## src/rtl/ssdma_pkg.sv

```systemverilog
package ssdma_pkg;
  localparam int WORD_W = 16;
  localparam logic [15:0] CRC_SEED = 16'h4ABA;
  localparam logic [15:0] CRC_POLY = 16'h1021;

  typedef enum logic [2:0] {
    ST_IDLE, ST_START, ST_READ, ST_WRITE, ST_PAUSE, ST_STOPREQ, ST_TERM, ST_CRC
  } state_e;

  // strobes from control to datapath
  typedef struct packed {
    logic seed;
    logic capRd;
    logic loadTx;
    logic loadPad;
    logic toggle;
    logic crcOut;
    logic check;
  } dpCtl_t;

  function automatic logic [15:0] crcStep(input logic [15:0] c, input logic [WORD_W-1:0] d);
    logic [15:0] r;
    r = c;
    for (int i = WORD_W - 1; i >= 0; i--) begin
      r = {r[14:0], 1'b0} ^ ((r[15] ^ d[i]) ? CRC_POLY : 16'h0000);
    end
    return r;
  endfunction
endpackage

```

## src/rtl/ssdma_ctrl.sv

```systemverilog
module ssdma_ctrl import ssdma_pkg::*; #(
  parameter int SPW      = 4,
  parameter int PAUSE_AT = 2,
  parameter int STB_HOLD = 2,
  parameter int TERM_CYC = 4
) (
  input  logic           clk,
  input  logic           rstN,
  input  logic           modeEn,
  input  logic           startRd,
  input  logic           startWr,
  input  logic           stopReq,
  input  logic           txValid,
  input  logic [SPW-1:0] rxSpace,
  input  logic           rdEdge,
  input  logic           devRdy,
  input  logic           devReq,
  input  logic           stbHigh,
  output dpCtl_t         ctl,
  output logic           dirWr,
  output logic           busy,
  output logic           done,
  output logic           stopOn,
  output logic           readyN,
  output logic           txReady
);
  localparam int HW = $clog2(STB_HOLD + 1);
  localparam int TW = $clog2(TERM_CYC + 1);

  state_e        state, nxt;
  logic          hostStop, pend;
  logic [HW-1:0] gap;
  logic [TW-1:0] termCnt;
  logic          roomOk, wrOk, endReq;

  assign roomOk = rxSpace > SPW'(PAUSE_AT);
  assign wrOk   = !pend && (gap == '0) && devRdy;
  assign endReq = hostStop || !devReq;

  always_comb begin
    nxt = state;
    ctl = '0;
    ctl.toggle = pend;
    unique case (state)
      ST_IDLE:
        if (modeEn && devReq && (startRd || startWr)) begin
          nxt = ST_START;
          ctl.seed = 1'b1;
        end
      ST_START:
        if (dirWr) nxt = devRdy ? ST_WRITE : ST_PAUSE;
        else       nxt = roomOk ? ST_READ : ST_PAUSE;
      ST_READ, ST_PAUSE, ST_WRITE:
        if (!dirWr) begin
          ctl.capRd = rdEdge;
          if (!devReq)       nxt = ST_TERM;
          else if (hostStop) nxt = ST_STOPREQ;
          else               nxt = roomOk ? ST_READ : ST_PAUSE;
        end else begin
          nxt = devRdy ? ST_WRITE : ST_PAUSE;
          if (endReq) begin
            if (!pend && stbHigh)       nxt = (hostStop && devReq) ? ST_STOPREQ : ST_TERM;
            else if (wrOk && !stbHigh)  ctl.loadPad = 1'b1;
          end else if (wrOk && txValid) begin
            ctl.loadTx = 1'b1;
          end
        end
      ST_STOPREQ: begin
        ctl.capRd = !dirWr && rdEdge;
        if (!devReq) nxt = ST_TERM;
      end
      ST_TERM: begin
        ctl.capRd  = !dirWr && rdEdge;
        ctl.crcOut = dirWr;
        if (termCnt == '0) nxt = ST_CRC;
      end
      ST_CRC: begin
        ctl.check = !dirWr;
        nxt = ST_IDLE;
      end
      default: nxt = ST_IDLE;
    endcase
  end

  always_ff @(posedge clk or negedge rstN) begin
    if (!rstN) begin
      state    <= ST_IDLE;
      dirWr    <= 1'b0;
      hostStop <= 1'b0;
      pend     <= 1'b0;
      gap      <= '0;
      termCnt  <= TW'(TERM_CYC);
      readyN   <= 1'b1;
    end else begin
      state    <= nxt;
      if (ctl.seed) dirWr <= startWr;
      hostStop <= (state == ST_IDLE) ? 1'b0 : (hostStop || stopReq);
      pend     <= ctl.loadTx || ctl.loadPad;
      if (pend)             gap <= HW'(STB_HOLD);
      else if (gap != '0)   gap <= gap - 1'b1;
      termCnt  <= (state == ST_TERM) ? termCnt - 1'b1 : TW'(TERM_CYC);
      readyN   <= (nxt != ST_READ);
    end
  end

  assign busy    = (state != ST_IDLE);
  assign done    = (state == ST_CRC);
  assign stopOn  = (state == ST_STOPREQ) || (state == ST_TERM) || (state == ST_CRC);
  assign txReady = ctl.loadTx;
endmodule

```

## src/rtl/ssdma_dp.sv

```systemverilog
module ssdma_dp import ssdma_pkg::*; (
  input  logic              clk,
  input  logic              rstN,
  input  dpCtl_t            ctl,
  input  logic              rdyPin,
  input  logic              dmaReqPin,
  input  logic [WORD_W-1:0] ddIn,
  input  logic [WORD_W-1:0] txData,
  output logic              rdEdge,
  output logic              devRdy,
  output logic              devReq,
  output logic              stb,
  output logic [WORD_W-1:0] ddOut,
  output logic              rxValid,
  output logic [WORD_W-1:0] rxData,
  output logic              crcErr
);
  logic [1:0]        rdySync, reqSync;
  logic              rdyPrev;
  logic [WORD_W-1:0] d1, d2;
  logic [15:0]       crc;

  // data bus is delayed by the same two stages as the strobe
  always_ff @(posedge clk or negedge rstN) begin
    if (!rstN) begin
      rdySync <= '0;
      reqSync <= '0;
      rdyPrev <= 1'b0;
      d1      <= '0;
      d2      <= '0;
    end else begin
      rdySync <= {rdySync[0], rdyPin};
      reqSync <= {reqSync[0], dmaReqPin};
      rdyPrev <= rdySync[1];
      d1      <= ddIn;
      d2      <= d1;
    end
  end

  assign rdEdge = rdySync[1] ^ rdyPrev;
  assign devRdy = !rdySync[1];
  assign devReq = reqSync[1];

  always_ff @(posedge clk or negedge rstN) begin
    if (!rstN) begin
      crc     <= CRC_SEED;
      stb     <= 1'b1;
      ddOut   <= '0;
      rxValid <= 1'b0;
      rxData  <= '0;
      crcErr  <= 1'b0;
    end else begin
      if (ctl.seed)         crc <= CRC_SEED;
      else if (ctl.capRd)   crc <= crcStep(crc, d2);
      else if (ctl.loadTx)  crc <= crcStep(crc, txData);
      else if (ctl.loadPad) crc <= crcStep(crc, '0);
      if (ctl.loadTx)       ddOut <= txData;
      else if (ctl.loadPad) ddOut <= '0;
      else if (ctl.crcOut)  ddOut <= crc;
      if (ctl.toggle) stb <= !stb;
      rxValid <= ctl.capRd;
      if (ctl.capRd) rxData <= d2;
      if (ctl.seed)       crcErr <= 1'b0;
      else if (ctl.check) crcErr <= (d2 != crc);
    end
  end
endmodule

```

## src/rtl/ssdma_host.sv

```systemverilog
module ssdma_host import ssdma_pkg::*; #(
  parameter int SPW      = 4,
  parameter int PAUSE_AT = 2,
  parameter int STB_HOLD = 2,
  parameter int TERM_CYC = 4
) (
  input  logic              clk,
  input  logic              rstN,
  input  logic              modeEn,
  input  logic              startRd,
  input  logic              startWr,
  input  logic              stopReq,
  input  logic [SPW-1:0]    rxSpace,
  output logic              rxValid,
  output logic [WORD_W-1:0] rxData,
  input  logic              txValid,
  input  logic [WORD_W-1:0] txData,
  output logic              txReady,
  output logic              busy,
  output logic              done,
  output logic              crcErr,
  input  logic              pioWrStbN,
  input  logic              pioRdStbN,
  output logic              pioRdy,
  output logic              wrStbPin,
  output logic              rdStbPin,
  input  logic              rdyPin,
  input  logic              dmaReqPin,
  input  logic [WORD_W-1:0] ddIn,
  output logic [WORD_W-1:0] ddOut,
  output logic              ddOe
);
  dpCtl_t ctl;
  logic   rdEdge, devRdy, devReq, stb, dirWr, stopOn, readyN;

  ssdma_ctrl #(.SPW(SPW), .PAUSE_AT(PAUSE_AT), .STB_HOLD(STB_HOLD), .TERM_CYC(TERM_CYC)) u_ctrl (
    .clk(clk), .rstN(rstN), .modeEn(modeEn), .startRd(startRd), .startWr(startWr),
    .stopReq(stopReq), .txValid(txValid), .rxSpace(rxSpace), .rdEdge(rdEdge),
    .devRdy(devRdy), .devReq(devReq), .stbHigh(stb), .ctl(ctl), .dirWr(dirWr),
    .busy(busy), .done(done), .stopOn(stopOn), .readyN(readyN), .txReady(txReady)
  );

  ssdma_dp u_dp (
    .clk(clk), .rstN(rstN), .ctl(ctl), .rdyPin(rdyPin), .dmaReqPin(dmaReqPin),
    .ddIn(ddIn), .txData(txData), .rdEdge(rdEdge), .devRdy(devRdy), .devReq(devReq),
    .stb(stb), .ddOut(ddOut), .rxValid(rxValid), .rxData(rxData), .crcErr(crcErr)
  );

  // pin remapping by mode and direction
  assign wrStbPin = modeEn ? stopOn : pioWrStbN;
  assign rdStbPin = modeEn ? (dirWr ? stb : readyN) : pioRdStbN;
  assign pioRdy   = modeEn ? 1'b1 : rdyPin;
  assign ddOe     = busy && dirWr;
endmodule

```

## config.mk

```make
export PLATFORM = sky130hd
export DESIGN_NAME = ssdma_host
export DESIGN_NICKNAME = d
export VERILOG_FILES = /design/src/rtl/ssdma_pkg.sv /design/src/rtl/ssdma_ctrl.sv /design/src/rtl/ssdma_dp.sv /design/src/rtl/ssdma_host.sv
export SDC_FILE = /design/constraint.sdc
export NUM_CORES = 1
export LEC_CHECK = 0
export ABC_AREA = 1
export BUFFER_PORTS_ARGS = -buffer_cell sky130_fd_sc_hd__buf_2
export CAP_MARGIN = 30
export CORE_UTILIZATION = 45
export DETAILED_ROUTE_END_ITERATION = 16
export PLACE_DENSITY = 0.64
export SLEW_MARGIN = 20
export SYNTH_ARGS = -nofsm -noshare
export SYNTH_HDL_FRONTEND = slang
export SYNTH_SLANG_ARGS = --single-unit
export TNS_END_PERCENT = 20
```

## constraint.sdc

```tcl
create_clock -name clk -period 2.3 [get_ports clk]
set_input_delay 0.115 -clock clk [delete_from_list [all_inputs] [get_ports clk]]
set_output_delay 0.115 -clock clk [all_outputs]
set_load 0.02 [all_outputs]
```

* Word-level counts from Yosys, hierarchy flattened
Index checks and enable logic that the tools add are counted.
** Word-level totals
- Output and inout bits :: 41
- Bits of input ports :: 47
- Register bits :: 100
** Operators by class
- Magnitude comparators :: 1
- Bitwise gates (word level) :: 81
- Equality and inequality tests :: 9
- Muxes and demuxes :: 91
- Reduce and logical (&&, ||, !) cells :: 32
- Add/subtract/negate cells :: 2
** Operators by type and width (number)
- bitwise XOR 16 bit :: 48
- 2-to-1 mux 13 bit :: 48
- 2-to-1 mux 16 bit :: 7
- 2-to-1 mux 3 bit :: 12
- bitwise XOR 1 bit :: 33
- case mux 3 bit (6 select lines) :: 1
- 2-to-1 mux 1 bit :: 17
- != test 16 bit :: 1
- equality test 3 bit (second input constant) :: 4
- logical AND 1 bit :: 10
- 2-to-1 mux 2 bit :: 5
- equality test 3 x 2 -> 1 bit (second input constant) :: 2
- logical NOT 3 bit :: 2
- logical OR 1 bit :: 6
- nonzero test 2 bit :: 3
- nonzero test 3 bit :: 2
- logical NOT 1 bit :: 5
- > comparator 4 x 2 -> 1 bit (second input constant) :: 1
- nonzero test 4 bit :: 1
- equality test 3 x 1 -> 1 bit (second input constant) :: 1
- != test 3 x 2 -> 1 bit (second input constant) :: 1
- OR reduction 3 bit :: 1
- subtractor 3 x 1 -> 3 bit (second input constant) :: 1
- logical NOT 2 bit :: 1
- other kinds (3) :: 3

* Longest topological paths before layout
Gate-level depths: netlist of the first run.
- Depth after elaboration :: 51
- Mapped depth :: 17
- Gate-level depth less buffers :: 16

* Cells and area by module
A second synthesis of the first run with hierarchy kept.
** Unflattened totals
- Cells, all modules :: 853
- Area total of the unflattened synthesis :: 6442.4 um^2
** By module, submodules not included
- ssdma_dp :: cells an instance 718, instances 1, area an instance 5580.4 um^2
- ssdma_ctrl :: cells an instance 120, instances 1, area an instance 802.0 um^2
- ssdma_host :: cells an instance 15, instances 1, area an instance 60.1 um^2

* Least setup slack after synthesis of the first run
OpenSTA, ideal clock, no wires.
- Path type :: register to register
- From :: register u_ctrl.gap[0]
- To :: register u_dp.ddOut[1]
- Arrival time :: 1.634 ns
- Path slack :: 0.584 ns
- Library setup time :: 0.082 ns
- Cell stages (with the launch flop) :: 12
- Path buffers :: 3
- Path through :: dfrtp_1 -> inv_1 -> ha_1 -> nand3_1 -> nor3_1 -> nand2_1 -> buf_4 -> inv_2 -> buf_4 -> buf_6 -> nand2_1 -> a31oi_1
** On the way
- Elaborated cells on any way between the ends :: 15
** RTL lines
- start: declaration :: RTL line ssdma_ctrl.sv:32 : logic [HW-1:0] gap;
- start signal: assignment :: RTL line ssdma_ctrl.sv:99 : if (pend) gap <= HW'(STB_HOLD);
- start signal: assignment :: RTL line ssdma_ctrl.sv:100 : else if (gap != '0) gap <= gap - 1'b1;
- logical NOT 2 bit (*) :: RTL line ssdma_ctrl.sv:37 : assign wrOk = !pend && (gap == '0) && devRdy;
- logical AND 1 bit (*) (2 in a row) :: RTL line ssdma_ctrl.sv:37
- logical AND 1 bit (*) :: RTL line ssdma_ctrl.sv:64 : end else if (wrOk && txValid) begin
- 2-to-1 mux 1 bit (*) :: RTL line ssdma_ctrl.sv:64
- 2-to-1 mux 1 bit (*) :: RTL line ssdma_ctrl.sv:61 : if (endReq) begin
- 2-to-1 mux 2 bit (*) :: RTL line ssdma_ctrl.sv:54 : if (!dirWr) begin
- 2-to-1 mux 2 bit (*) :: RTL line ssdma_ctrl.sv:44 : unique case (state)
- named net txReady :: RTL line ssdma_host.sv:18 : output logic txReady,
- nonzero test 3 bit (no source line) or 2-to-1 mux 16 bit (tied branches)
- end signal: assignment :: RTL line ssdma_dp.sv:57 : if (ctl.loadTx) ddOut <= txData;
- end signal: assignment :: RTL line ssdma_dp.sv:59 : else if (ctl.crcOut) ddOut <= crc;
- end: declaration :: RTL line ssdma_dp.sv:13 : output logic [WORD_W-1:0] ddOut,
The timed path passes the listed nets; every way through them passes the cells marked *.
A chain may end at the register's enable or synchronous reset.

* Worst setup path after layout of the first run
- From :: register u_ctrl.gap[0]
- To :: output txReady
** On the way
- Longest elaborated chain between the ends :: 8
** Ends and longest elaborated chain (RTL line)
- logical NOT 2 bit :: ssdma_ctrl.sv:37
- logical AND 1 bit (2 in a row) :: ssdma_ctrl.sv:37
- logical AND 1 bit :: ssdma_ctrl.sv:64
- 2-to-1 mux 1 bit :: ssdma_ctrl.sv:64
- 2-to-1 mux 1 bit :: ssdma_ctrl.sv:61
- 2-to-1 mux 2 bit :: ssdma_ctrl.sv:54
- 2-to-1 mux 2 bit :: ssdma_ctrl.sv:44
- end: declaration :: ssdma_host.sv:18
Every way passes these cells.

==> results of run 1 <==
## per-layer routing
| layer | part of all wire [%] | track usage, % |
|---|---|---|
| met5 | 0 | 0 |
| met2 | 44 | 37.5 |
| met3 | 4.7 | 4.06 |
| met4 | 2.4 | 9.03 |
| met1 | 48 | 31.7 |
## worst max-delay path by stage
stage                              from  cells past startpoint  slack (ps)            end
after floorplan           u_ctrl.gap[0]                     11         580  u_dp.ddOut[1]
after global placement     u_dp.crc[13]                     12         230    u_dp.crc[6]
after detailed placement   u_dp.crc[13]                     12         240   u_dp.crc[13]
after CTS                 u_ctrl.gap[0]                      8          20        txReady
after global routing      u_ctrl.gap[0]                      8           6        txReady
final                     u_ctrl.gap[0]                      8         150        txReady
## logic make-up after synthesis
group / synth area share, %
flops: 40.0
simple gates: 33.3
compound gates: 7.15
xor+xnor: 9.60
fa+ha+maj: 0.596
buf+inv: 9.36
## flip-flops by register name, indices dropped and copies added (netlist names)
name	flops
u_dp.crc	16
u_dp.d1	16
u_dp.d2	16
u_dp.ddOut	16
u_dp.rxData	16
u_ctrl.state	3
u_ctrl.termCnt	3
u_ctrl.gap	2
u_dp.rdySync	2
u_dp.reqSync	2
u_ctrl.dirWr	1
u_ctrl.hostStop	1
u_ctrl.pend	1
u_ctrl.readyN	1
u_dp.crcErr	1
u_dp.rdyPrev	1
u_dp.rxValid	1
u_dp.stb	1
## final cells by class
| cell class | instances | area [um^2] | area share (%) |
|---|---|---|---|
| inverter | 97 | 377 | 5.11 |
| clock buffer | 10 | 229 | 3.11 |
| tap | 176 | 220 | 2.99 |
| multi-input combinational | 634 | 3190 | 43.3 |
| sequential | 100 | 2520 | 34.2 |
| timing repair buffer | 123 | 777 | 10.5 |
| clock inverter | 6 | 55.1 | 0.747 |
## repair_timing
item / in CTS / in global routing
pin swaps: 0 / 0
setup buffers: 0 / 0
hold buffers: 21 / 0
resized for setup: 1 / 4
endpoints found under the hold margin: 90 / 0
cloned: 0 / 0
endpoints found under the setup margin: 1 / 2
## power breakdown
group	switching (W)	total, W	internal [W]
Combinational	0.00464	0.00731	0.00267
Sequential	0.000710	0.00311	0.00240
Clock	0.000734	0.00149	0.000757
Total	0.00608	0.0119	0.00583
## cells in the mapped netlist (2+ instances only)
| cell type | count |
|---|---|
| sky130_fd_sc_hd__o2111ai_1 | 3 |
| sky130_fd_sc_hd__nor3_1 | 4 |
| sky130_fd_sc_hd__nor2_2 | 4 |
| sky130_fd_sc_hd__buf_6 | 6 |
| sky130_fd_sc_hd__dfstp_2 | 11 |
| sky130_fd_sc_hd__clkbuf_2 | 3 |
| sky130_fd_sc_hd__buf_2 | 12 |
| sky130_fd_sc_hd__nand3_1 | 56 |
| sky130_fd_sc_hd__a31oi_1 | 18 |
| sky130_fd_sc_hd__nor4_1 | 2 |
| sky130_fd_sc_hd__nor2_1 | 54 |
| sky130_fd_sc_hd__a21oi_1 | 11 |
| sky130_fd_sc_hd__a21oi_2 | 3 |
| sky130_fd_sc_hd__xor2_1 | 39 |
| sky130_fd_sc_hd__inv_1 | 85 |
| sky130_fd_sc_hd__dfrtp_1 | 89 |
| sky130_fd_sc_hd__o21ai_0 | 22 |
| sky130_fd_sc_hd__o21ai_1 | 5 |
| sky130_fd_sc_hd__xnor2_1 | 17 |
| sky130_fd_sc_hd__nand2_2 | 31 |
| sky130_fd_sc_hd__ha_1 | 3 |
| sky130_fd_sc_hd__o211ai_1 | 5 |
| sky130_fd_sc_hd__inv_2 | 10 |
| sky130_fd_sc_hd__or2_2 | 4 |
| sky130_fd_sc_hd__nand2_1 | 328 |
| sky130_fd_sc_hd__buf_4 | 9 |
| sky130_fd_sc_hd__xor2_2 | 3 |
| sky130_fd_sc_hd__xnor2_2 | 4 |
| sky130_fd_sc_hd__nand3b_1 | 6 |
## critical path, cell delays in order, from the launching register on
cell	delay [ps]
sky130_fd_sc_hd__dfrtp_1	400
sky130_fd_sc_hd__inv_1	60
sky130_fd_sc_hd__ha_1	230
sky130_fd_sc_hd__nand3_1	120
sky130_fd_sc_hd__nor3_1	170
sky130_fd_sc_hd__nand2_1	170
sky130_fd_sc_hd__clkinv_4	170
sky130_fd_sc_hd__buf_6	180
sky130_fd_sc_hd__buf_2	180
## metrics by stage
step | cells | instance area [um^2]
after global routing | 1146 | 7370
final | 1146 | 7370
after CTS | 1146 | 7360
after detailed placement | 1109 | 6860
after global placement | 1109 | 6860
after floorplan | 863 | 6300
==> summary.log, run 1 <==
INFO  drt            drt_wl_total=15,600um
INFO  worst_setup_path crit-reg2reg-launch=u_dp.crc[11]
INFO  timing         layout_min_cycle_time=2150ps
INFO  worst_setup_path critical_path.max_fanout=17
INFO  flow_run       cap_viol_max_count=0
INFO  drt            via_per_inst=4.86
INFO  synthesis      most_used_flip_flop_cell_after_synthesis=sky130_fd_sc_hd__dfrtp_1
INFO  finish         layout-drive-gt1-share=20.1%
INFO  clock_network  clock_sink_count=100
INFO  synthesis      synth_fp_nets=913
INFO  global_routing global_route.overflow_total=0
INFO  synthesis      synth_seq_area_share=40.0%
INFO  floorplanning  chipHeight=120um
INFO  timing         rsz0062_at_grt=no
INFO  synthesis      synth.distinct_cells=45
INFO  timing         finalClockSkew=12.9ps
INFO  place          hpwl=11,900um
INFO  timing         totalNegativeSetupSlack=0ps
INFO  worst_setup_path timing.critical_path.from_type=flop
INFO  floorplanning  initial_core_utilization=46.8%
INFO  clock_network  clk-insertion-delay-late=370ps
INFO  synthesis      synthesis.yosys.warnings=0
INFO  synthesis      async_flop_share=100%
INFO  floorplanning  rows=42
INFO  worst_setup_path critical_path.reg2reg.endpoint=u_dp.crc[8]
INFO  worst_setup_path r2r_setup_slack=160ps
INFO  clock_network  cts-htree-levels=3
INFO  synthesis      post_synth_instance_area=6300um^2
INFO  worst_hold_path whs_path_depth=3
INFO  drt            antenna_left=0
INFO  synthesis      synth.ff_latch_count=100
INFO  clock_network  cts-buffers-inserted=9
INFO  worst_setup_path crit_type=flop to output port
INFO  power          post-layout-total-power=0.0119W
INFO  clock_network  cts_tree=yes
INFO  clock_network  cts.reportedPaths.clkPinSlew=70ps
INFO  floorplanning  floorplan.core_area=13,500um^2
INFO  power          ir_drop=0.752mV
INFO  synthesis      number_of_synthesized_flops_with_an_enable_pin=0
INFO  synthesis      syn-instance-count=863
INFO  floorplanning  chipWidth=120um
INFO  finish         layout_commonest_cell=sky130_fd_sc_hd__nand2_1
INFO  global_routing grt_use_total=23.5%
INFO  finish         nFillCells=1,347
INFO  timing         slew_viol_final=0
INFO  drt            drt_pre_antenna_iters=5
INFO  drt            drc_errors=0
INFO  timing         finalCritPeriodShare=93.5%
INFO  place          dpl_worst_slack=242ps
INFO  synthesis      average_size_of_a_mapped_cell=7.30um^2
INFO  global_routing antenna_violations_before_repair=0
INFO  timing         postLayoutSetupSlackWorst=150ps
INFO  finish         final_cell_mix=328 x sky130_fd_sc_hd__nand2_1, 88 x sky130_fd_sc_hd__dfrtp_1, 86 x sky130_fd_sc_hd__buf_2, 85 x sky130_fd_sc_hd__inv_1, 56 x sky130_fd_sc_hd__nand3_1
INFO  worst_setup_path timing.critical_path.arrival=2030ps
INFO  power          powerDensity=1620nW/um^2
INFO  clock_network  ctsLongestPathBuffers=2
INFO  finish         layout-area-overhead-vs-synth=17.0%
INFO  finish         nets=1,015
INFO  place          routabilityCongestion=0.884
INFO  worst_hold_path hold_path_class=primary input to flop
INFO  power          leakagePower=3.94nW
INFO  place          numPortBuffers=87
INFO  worst_setup_path end_kind=output port
INFO  timing         worst_pin_slew=590ps
INFO  finish         antenna_diode_count=0
INFO  worst_setup_path worst_ep_required_time=2180ps
INFO  synthesis      post-synth-top-area-fraction=35.4%
INFO  timing         whs=32.9ps
INFO  outcome        run_status=finished, final reports clean
INFO  worst_hold_path min-delay-start=txData[5]
INFO  worst_setup_path r2r_cells=15
INFO  drt            vias=5,569
INFO  timing         report.final.hold_viol_count=0
INFO  timing         setup_viols_final=0
INFO  worst_hold_path whs_endpoint=u_dp.ddOut[5]
INFO  floorplanning  ios=88
INFO  timing         clock.fmax=465MHz
INFO  synthesis      yosys-top-cells-area=sky130_fd_sc_hd__dfrtp_1 35%, sky130_fd_sc_hd__nand2_1 20%, sky130_fd_sc_hd__xor2_1 5.4%
INFO  global_routing grt_pass1_wl=26,100um
INFO  timing         max-slew-margin-rel=60.7%
INFO  global_routing grt_max_degree=57
INFO  global_routing first_global_vias=5,417
INFO  clock_network  clockRootBuffer=sky130_fd_sc_hd__clkbuf_16
INFO  synthesis      yosys.area.top_type=sky130_fd_sc_hd__dfrtp_1
INFO  drt            wl_per_cell=13.6um
INFO  floorplanning  design.die.area=14,500um^2
INFO  finish         final_util=54.8%
INFO  drt            drt_iter0_markers=316
Power figures use the tool's default switching activity.
==> run 2: changes to the inputs <==
--- a/config.mk
+++ b/config.mk
@@ -8,9 +8,9 @@
 export ABC_AREA = 1
 export BUFFER_PORTS_ARGS = -buffer_cell sky130_fd_sc_hd__buf_2
 export CAP_MARGIN = 30
-export CORE_UTILIZATION = 45
+export CORE_UTILIZATION = 42
 export DETAILED_ROUTE_END_ITERATION = 16
-export PLACE_DENSITY = 0.64
+export PLACE_DENSITY = 0.6
 export SLEW_MARGIN = 20
 export SYNTH_ARGS = -nofsm -noshare
 export SYNTH_HDL_FRONTEND = slang
==> run 2 against run 1 <==
Effect of this change: critical path depth is the same; non-clock buffer count is the same; utilization shrank 4.0 points; clock skew is essentially flat; flip-flop and latch count is the same; setup slack gained 44 ps; combinational power grew 2%; highest routed layer unchanged; clock power grew 9%; final area grew 0.54%; final cell count grew 0.70%; first-iteration DRC count grew 18%; largest power group unchanged; sequential power shrank 2%.
==> summary.log, run 2 (synthesized netlist as in run 1, its figures left out) <==
INFO  clock_network  cts.reportedPaths.clkPinSlew=70ps [about the same]
INFO  finish         final_cell_mix=327 x sky130_fd_sc_hd__nand2_1, 88 x sky130_fd_sc_hd__dfrtp_1, 86 x sky130_fd_sc_hd__buf_2, 85 x sky130_fd_sc_hd__inv_1, 56 x sky130_fd_sc_hd__nand3_1 [was 328 x sky130_fd_sc_hd__nand2_1, 88 x sky130_fd_sc_hd__dfrtp_1, 86 x sky130_fd_sc_hd__buf_2, 85 x sky130_fd_sc_hd__inv_1, 56 x sky130_fd_sc_hd__nand3_1]
INFO  clock_network  cts_setup_buffers=0 [unchanged]
INFO  timing         max-slew-margin-rel=64.5% [was 60.7%]
INFO  timing         rsz0062_at_grt=yes [was no]
INFO  clock_network  ctsLongestPathBuffers=2 [unchanged]
INFO  drt            drt_wl_total=15,900um [was 15,600 um]
INFO  drt            drt_pre_antenna_iters=5 [unchanged]
INFO  worst_setup_path timing.critical_path.arrival=1990ps [was 2030 ps]
INFO  global_routing grt_pass1_wl=26,200um [was 26,100 um]
INFO  global_routing first_global_vias=5,132 [was 5,417]
INFO  power          comb_power_share=61.3% [about the same]
INFO  finish         layout-area-overhead-vs-synth=17.6% [was 17.0%]
INFO  floorplanning  ios=88 [unchanged]
INFO  worst_setup_path crit_type=flop to output port [unchanged]
INFO  timing         report.final.hold_viol_count=0 [unchanged]
INFO  power          power_switching=0.00615W [was 0.00608 W]
INFO  power          powerDensity=1630nW/um^2 [was 1620 nW/um^2]
INFO  timing         worst_pin_slew=528ps [was 590 ps]
INFO  drt            antenna_left=0 [unchanged]
INFO  power          ir_drop=0.651mV [was 0.752 mV]
INFO  finish         final_util=50.8% [was 54.8%]
INFO  global_routing grt_use_total=21.5% [was 23.5%]
INFO  timing         clock.fmax=475MHz [was 465 MHz]
INFO  finish         antenna_diode_count=0 [unchanged]
INFO  floorplanning  design.die.area=15,500um^2 [was 14,500 um^2]
INFO  drt            drc_errors=0 [unchanged]
INFO  worst_setup_path worst_setup_path_startpoint=u_ctrl.gap[0] [unchanged]
INFO  worst_hold_path min-delay-start=txData[2] [was txData[5]]
INFO  worst_hold_path hold_path_class=primary input to flop [unchanged]
INFO  worst_setup_path crit-reg2reg-launch=u_dp.crc[15] [was u_dp.crc[11]]
INFO  power          leakagePower=3.96nW [was 3.94 nW]
INFO  timing         slew_viol_final=0 [unchanged]
INFO  worst_setup_path critical_path.max_fanout=17 [unchanged]
INFO  timing         setup_viols_final=0 [unchanged]
INFO  worst_setup_path timing.critical_path.from_type=flop [unchanged]
INFO  power          internal_power=0.00595W [was 0.00583 W]
INFO  flow_run       cap_viol_max_count=0 [unchanged]
INFO  clock_network  clk-insertion-delay-late=370ps [about the same]
INFO  power          power.share.clock=13.4% [was 12.5%]
INFO  timing         finalClockSkew=13.3ps [was 12.9 ps]
INFO  worst_setup_path critical_path.reg2reg.endpoint=u_dp.crc[15] [was u_dp.crc[8]]
INFO  place          hpwl=12,100um [was 11,900 um]
INFO  finish         layout_commonest_cell=sky130_fd_sc_hd__nand2_1 [unchanged]
INFO  floorplanning  floorplan.core_area=14,600um^2 [was 13,500 um^2]
INFO  clock_network  cts_tree=yes [unchanged]
INFO  global_routing global_route.overflow_total=0 [unchanged]
INFO  finish         nets=1,015 [unchanged]
INFO  clock_network  clockRootBuffer=sky130_fd_sc_hd__clkbuf_16 [unchanged]
INFO  drt            wl_per_cell=13.7um [was 13.6 um]
INFO  power          post-layout-total-power=0.0121W [was 0.0119 W]
INFO  clock_network  cts-htree-levels=3 [unchanged]
INFO  outcome        run_status=finished, final reports clean [unchanged]
INFO  finish         layout-drive-gt1-share=20.3% [was 20.1%]
INFO  worst_hold_path whs_endpoint=u_dp.ddOut[2] [was u_dp.ddOut[5]]
INFO  timing         layout_min_cycle_time=2110ps [was 2150 ps]
INFO  floorplanning  rows=44 [was 42]
INFO  worst_setup_path r2r_setup_slack=200ps [was 160 ps]
INFO  floorplanning  initial_core_utilization=43.2% [was 46.8%]
INFO  timing         finalCritPeriodShare=91.5% [was 93.5%]
INFO  drt            drt_iter0_markers=372 [was 316]
INFO  floorplanning  chipWidth=124um [was 120 um]
INFO  floorplanning  chipHeight=124um [was 120 um]
INFO  drt            via_per_inst=4.83 [was 4.86]
INFO  worst_hold_path whs_path_depth=3 [unchanged]
INFO  power          sw_ratio=50.8% [was 51.1%]
INFO  global_routing grt_max_degree=69 [was 57]
INFO  clock_network  cts-buffers-inserted=9 [unchanged]
INFO  place          routabilityCongestion=0.889 [was 0.884]
INFO  power          p_seq_share=25.3% [was 26.1%]
INFO  global_routing antenna_violations_before_repair=0 [unchanged]
INFO  place          numPortBuffers=87 [unchanged]
INFO  worst_setup_path worst_ep_required_time=2180ps [about the same]
INFO  clock_network  clock_sink_count=100 [unchanged]
INFO  worst_setup_path r2r_cells=15 [unchanged]
INFO  drt            vias=5,577 [was 5,569]
INFO  worst_setup_path end_kind=output port [unchanged]
[run 2: cell count changes in the layout (fill, tap and decap cells not counted)]
cell and delta:
sky130_fd_sc_hd__bufinv_16 +1, sky130_fd_sc_hd__clkbuf_1 -1, sky130_fd_sc_hd__clkinvlp_4 -1, sky130_fd_sc_hd__inv_6 +1, sky130_fd_sc_hd__nand2_1 -1, sky130_fd_sc_hd__nand2_2 +1, sky130_fd_sc_hd__o21ai_0 +1, sky130_fd_sc_hd__o21ai_1 -1
[run 2: worst max path at each step]
stage	to	slack (ps)	cells past startpoint
finish	txReady	190	8
global route	u_dp.crc[8]	-2	12
CTS	txReady	50	8
detailed placement	u_dp.crc[6]	230	13
global placement	u_dp.crc[6]	210	13
floorplan	u_dp.ddOut[1]	580	11
[run 2: per-stage QoR]
step	hold slack [ps]	cell area (um^2)	TNS, ps	worst slack (ps)	instances
finish	33.6	7410	0	195	1154
global placement	94.5	6870	0	206	1117
CTS	20.2	7400	0	48.0	1154
floorplan	-181	6300	0	584	863
global route	36.3	7410	-1.57	-1.57	1154
detailed placement	96.4	6870	0	225	1117
[run 2: area by class of cell]
| class | instances | area, um^2 |
|---|---|---|
| fill | 1448 | 7180 |
| multi-input combinational | 634 | 3190 |
| sequential | 100 | 2520 |
| timing repair buffer | 123 | 777 |
| inverter | 97 | 377 |
| tap | 184 | 230 |
| clock buffer | 9 | 225 |
| clock inverter | 7 | 86.3 |
[run 2: power groups by stage]
stage	sequential (W)	clock, W	combinational [W]
after floorplan	0.00303	0	0.00567
after global placement	0.00308	0	0.00734
after detailed placement	0.00308	0	0.00733
after CTS	0.00305	0.00168	0.00740
after global routing	0.00314	0.00173	0.00840
final	0.00306	0.00163	0.00742
[run 2: layer usage]
layer	share of wire [%]	wire length, um	global-route usage [%]
met4	2.2	348	8.01
met1	49	7840	29.8
met5	0	0	0
met2	43	6880	33.2
met3	5.0	790	4.30
[run 2: worst max-delay path, cell delays in order (launching register included)]
cell                       delay [ps]
sky130_fd_sc_hd__dfrtp_1          390
sky130_fd_sc_hd__inv_1             60
sky130_fd_sc_hd__ha_1             220
sky130_fd_sc_hd__nand3_1          110
sky130_fd_sc_hd__nor3_1           190
sky130_fd_sc_hd__nand2_2          130
sky130_fd_sc_hd__clkinv_4         150
sky130_fd_sc_hd__buf_6            180
sky130_fd_sc_hd__buf_2            180
[run 2: repair_timing]
item	in CTS	in global routing
endpoints found under the setup margin	1	5
endpoints found under the hold margin	49	0
hold buffers	21	0
resized for setup	1	4
==> run 3: changes to the inputs <==
--- a/config.mk
+++ b/config.mk
@@ -8,6 +8,7 @@
 export ABC_AREA = 1
 export BUFFER_PORTS_ARGS = -buffer_cell sky130_fd_sc_hd__buf_2
 export CAP_MARGIN = 30
+export CORE_ASPECT_RATIO = 1.75
 export CORE_UTILIZATION = 42
 export DETAILED_ROUTE_END_ITERATION = 16
 export PLACE_DENSITY = 0.6
==> run 3 against run 2 <==
Effect of this change: sequential power about the same; first-iteration DRC count down 27%; clock power decreased by 5%; clock-buffer cell count rose by 1; flip-flop and latch count unchanged; final area grew 0.17%; clock skew decreased by 7.0 ps; setup slack lost 40 ps; maximum frequency decreased by 1.9%; sequential share of layout area fell by 0.074 points; hold slack improved by 5.7 ps; register-to-register slack worse by 40 ps; largest cell class unchanged.
==> summary.log, run 3 (synthesized netlist as in run 1, its figures left out) <==
INFO  worst_setup_path critical-path-top-delay-family=buffers and inverters [unchanged]
INFO  floorplanning  rows=58 [was 44]
INFO  timing         report.final.hold_viol_count=0 [unchanged]
INFO  worst_setup_path r2r_setup_slack=160ps [was 200 ps]
INFO  worst_setup_path crit_type=flop to output port [unchanged]
INFO  timing         finalCritPeriodShare=93.3% [was 91.5%]
INFO  global_routing grt_use_total=24.2% [was 21.5%]
INFO  clock_network  cts-buffers-inserted=9 [unchanged]
INFO  worst_setup_path end_kind=output port [unchanged]
INFO  global_routing global_route.overflow_total=0 [unchanged]
INFO  worst_setup_path cp_slowest_stage_delay=400ps [was 390 ps]
INFO  drt            via_per_inst=4.91 [was 4.83]
INFO  global_routing antenna_violations_before_repair=0 [unchanged]
INFO  place          numPortBuffers=87 [unchanged]
INFO  worst_hold_path whs_endpoint=u_dp.ddOut[0] [was u_dp.ddOut[2]]
INFO  finish         layout-drive-gt1-share=20.5% [was 20.3%]
INFO  clock_network  cts-htree-levels=3 [unchanged]
INFO  timing         finalClockSkew=6.36ps [was 13.3 ps]
INFO  worst_setup_path timing.critical_path.arrival=2030ps [was 1990 ps]
INFO  clock_network  clock_sink_count=100 [unchanged]
INFO  worst_setup_path critical_path.max_fanout=21 [was 17]
INFO  worst_setup_path timing.critical_path.from_type=flop [unchanged]
INFO  worst_hold_path min-delay-start=txData[0] [was txData[2]]
INFO  place          hpwl=13,400um [was 12,100 um]
INFO  timing         max-slew-margin-rel=60.4% [was 64.5%]
INFO  flow_run       cap_viol_max_count=0 [unchanged]
INFO  finish         nets=1,018 [was 1,015]
INFO  outcome        run_status=finished, final reports clean [unchanged]
INFO  global_routing groute.layer.met2.usage=43.6% [was 33.2%]
INFO  drt            drt_iter0_markers=273 [was 372]
INFO  worst_hold_path whs_path_depth=3 [unchanged]
INFO  power          power_switching=0.00633W [was 0.00615 W]
INFO  clock_network  cts_tree=yes [unchanged]
INFO  drt            wl_per_cell=15.0um [was 13.7 um]
INFO  clock_network  ctsLongestPathBuffers=2 [unchanged]
INFO  timing         setup_viols_final=0 [unchanged]
INFO  worst_hold_path hold_path_class=primary input to flop [unchanged]
INFO  power          p_seq_share=25.2% [was 25.3%]
INFO  clock_network  clk-insertion-delay-late=350ps [was 370 ps]
INFO  worst_setup_path critical_path.cell_chain=inv_1 > ha_1 > nand3_1 > nor3_1 > nand2_1 > clkinv_2 > buf_2 [was inv_1 > ha_1 > nand3_1 > nor3_1 > nand2_2 > clkinv_4 > buf_6 > buf_2]
INFO  power          leakagePower=3.97nW [was 3.96 nW]
INFO  finish         final_cell_mix=326 x sky130_fd_sc_hd__nand2_1, 89 x sky130_fd_sc_hd__dfrtp_1, 86 x sky130_fd_sc_hd__buf_2, 85 x sky130_fd_sc_hd__inv_1, 56 x sky130_fd_sc_hd__nand3_1 [was 327 x sky130_fd_sc_hd__nand2_1, 88 x sky130_fd_sc_hd__dfrtp_1, 86 x sky130_fd_sc_hd__buf_2, 85 x sky130_fd_sc_hd__inv_1, 56 x sky130_fd_sc_hd__nand3_1]
INFO  finish         post_route_cell_area=7420um^2 [was 7410 um^2]
INFO  finish         antenna_diode_count=0 [unchanged]
INFO  finish         regArea=2520um^2 [about the same]
INFO  global_routing first_global_vias=5,634 [was 5,132]
INFO  floorplanning  chipWidth=94.6um [was 124 um]
INFO  global_routing grt_pass1_wl=28,200um [was 26,200 um]
INFO  clock_network  cts.reportedPaths.clkPinSlew=80ps [was 70 ps]
INFO  finish         layout_commonest_cell=sky130_fd_sc_hd__nand2_1 [unchanged]
INFO  finish         nFillCells=1,521 [was 1,448]
INFO  place          postPlaceCellArea=6880um^2 [was 6870 um^2]
INFO  finish         area_taken_by_multi_input_logic_gates=3200um^2 [was 3190 um^2]
INFO  drt            drt_wl_total=17,300um [was 15,900 um]
INFO  worst_setup_path worst_ep_required_time=2180ps [about the same]
INFO  drt            vias=5,660 [was 5,577]
INFO  timing         clock.fmax=466MHz [was 475 MHz]
INFO  global_routing grt_max_degree=61 [was 69]
INFO  timing         rsz0062_at_grt=yes [unchanged]
INFO  worst_setup_path r2r_cells=12 [was 15]
INFO  floorplanning  floorplan.core_area=14,500um^2 [was 14,600 um^2]
INFO  power          internal_power=0.00591W [was 0.00595 W]
INFO  floorplanning  design.die.area=15,500um^2 [about the same]
INFO  drt            antenna_left=0 [unchanged]
INFO  global_routing groute.layer.met3.usage=2.78% [was 4.30%]
INFO  finish         final_util=51.1% [was 50.8%]
INFO  floorplanning  chipHeight=164um [was 124 um]
INFO  worst_setup_path worst-path-buf-inv=3 [was 4]
INFO  drt            drt_pre_antenna_iters=5 [unchanged]
INFO  floorplanning  initial_core_utilization=43.4% [was 43.2%]
INFO  power          sw_ratio=51.7% [was 50.8%]
INFO  worst_setup_path cpMaxStageDelayCell=sky130_fd_sc_hd__dfrtp_1 [unchanged]
INFO  worst_setup_path worst_setup_path_startpoint=u_ctrl.gap[0] [unchanged]
INFO  power          ir_drop=0.591mV [was 0.651 mV]
INFO  worst_setup_path crit-reg2reg-launch=u_dp.crc[13] [was u_dp.crc[15]]
INFO  timing         worst_pin_slew=595ps [was 528 ps]
INFO  timing         layout_min_cycle_time=2150ps [was 2110 ps]
INFO  floorplanning  ios=88 [unchanged]
INFO  place          routabilityCongestion=0.921 [was 0.889]
INFO  finish         layout-area-overhead-vs-synth=17.8% [was 17.6%]
INFO  power          powerDensity=1650nW/um^2 [was 1630 nW/um^2]
INFO  timing         slew_viol_final=0 [unchanged]
INFO  clock_network  clockRootBuffer=sky130_fd_sc_hd__clkbuf_16 [unchanged]
INFO  worst_setup_path critical_path.reg2reg.endpoint=u_dp.crc[6] [was u_dp.crc[15]]
INFO  power          power.share.clock=12.7% [was 13.4%]
INFO  global_routing top_usage_layer=met2 [unchanged]
INFO  global_routing gr-usage-met1=25.8% [was 29.8%]
INFO  power          comb_power_share=62.1% [was 61.3%]
INFO  drt            drc_errors=0 [unchanged]
==> run 3: changes by cell type in the layout (fill, tap and decap cells not counted), sizes merged <==
cell | before | now
clkinv | 1 | 3
clkbuf | 9 | 10
buf | 102 | 105
inv | 101 | 100
bufinv | 1 | 0
clkinvlp | 1 | 0
==> run 3: power groups by stage <==
stage	Clock [W]	Sequential, W	Combinational [W]
6_report	0.00155	0.00309	0.00760
5_1_grt	0.00165	0.00318	0.00862
4_1_cts	0.00159	0.00309	0.00755
3_5_place_dp	0	0.00312	0.00748
3_3_place_gp	0	0.00312	0.00746
2_1_floorplan	0	0.00303	0.00567
==> run 3: worst max-delay path by stage <==
stage,end,slack [ps],depth (start not counted)
floorplan,u_dp.ddOut[1],580,11
global placement,u_dp.crc[13],130,12
detailed placement,u_dp.crc[6],170,13
CTS,txReady,90,7
global route,u_dp.crc[15],-0.2,15
finish,txReady,150,7
==> run 3: worst reg2reg max path: stages, from the launching register on <==
cell and delay, ps:
sky130_fd_sc_hd__dfrtp_1 550, sky130_fd_sc_hd__xnor2_1 410, sky130_fd_sc_hd__nand2_1 140, sky130_fd_sc_hd__nand2_2 120
sky130_fd_sc_hd__nand2_2 80, sky130_fd_sc_hd__nand2_2 120, sky130_fd_sc_hd__nand2_2 80, sky130_fd_sc_hd__nand2_1 150
sky130_fd_sc_hd__nand2_1 70, sky130_fd_sc_hd__nand3_1 70, sky130_fd_sc_hd__nand3_1 100, sky130_fd_sc_hd__nand2_1 100
sky130_fd_sc_hd__nand2_1 50
==> run 3: through the flow <==
step | setup WS, ps | cells | total power, W | setup TNS (ps) | hold slack, ps
final | 154 | 1153 | 0.0122 | 0 | 39.3
after global routing | -0.210 | 1153 | 0.0135 | -0.210 | 48.1
after CTS | 91.1 | 1151 | 0.0122 | 0 | 29.1
after detailed placement | 171 | 1114 | 0.0106 | 0 | 163
after global placement | 134 | 1114 | 0.0106 | 0 | 161
after floorplan | 584 | 863 | 0.00870 | 0 | -181
==> run 3: per-layer routing <==
layer,part of all wire [%],vias to the layer above
met3,2.8,53
met5,0,-
met1,38,2577
met2,53,141
li1,-,2889
met4,6.9,0
==> run 3: timing repair <==
action | in CTS | in global routing
endpoints found under the hold margin | 52 | 0
setup buffers | 0 | 2
resized for setup | 0 | 4
setup endpoints to repair | 0 | 5
hold buffers | 21 | 0
==> run 3: cell type report <==
class	instances	share of cell area (%)
inverters	97	5.03
clock buffers	10	3.09
multi-input cells	634	43.1
clock inverters	6	0.911
well taps	180	3.04
flip-flops and latches	100	33.9
repair buffers	126	10.9
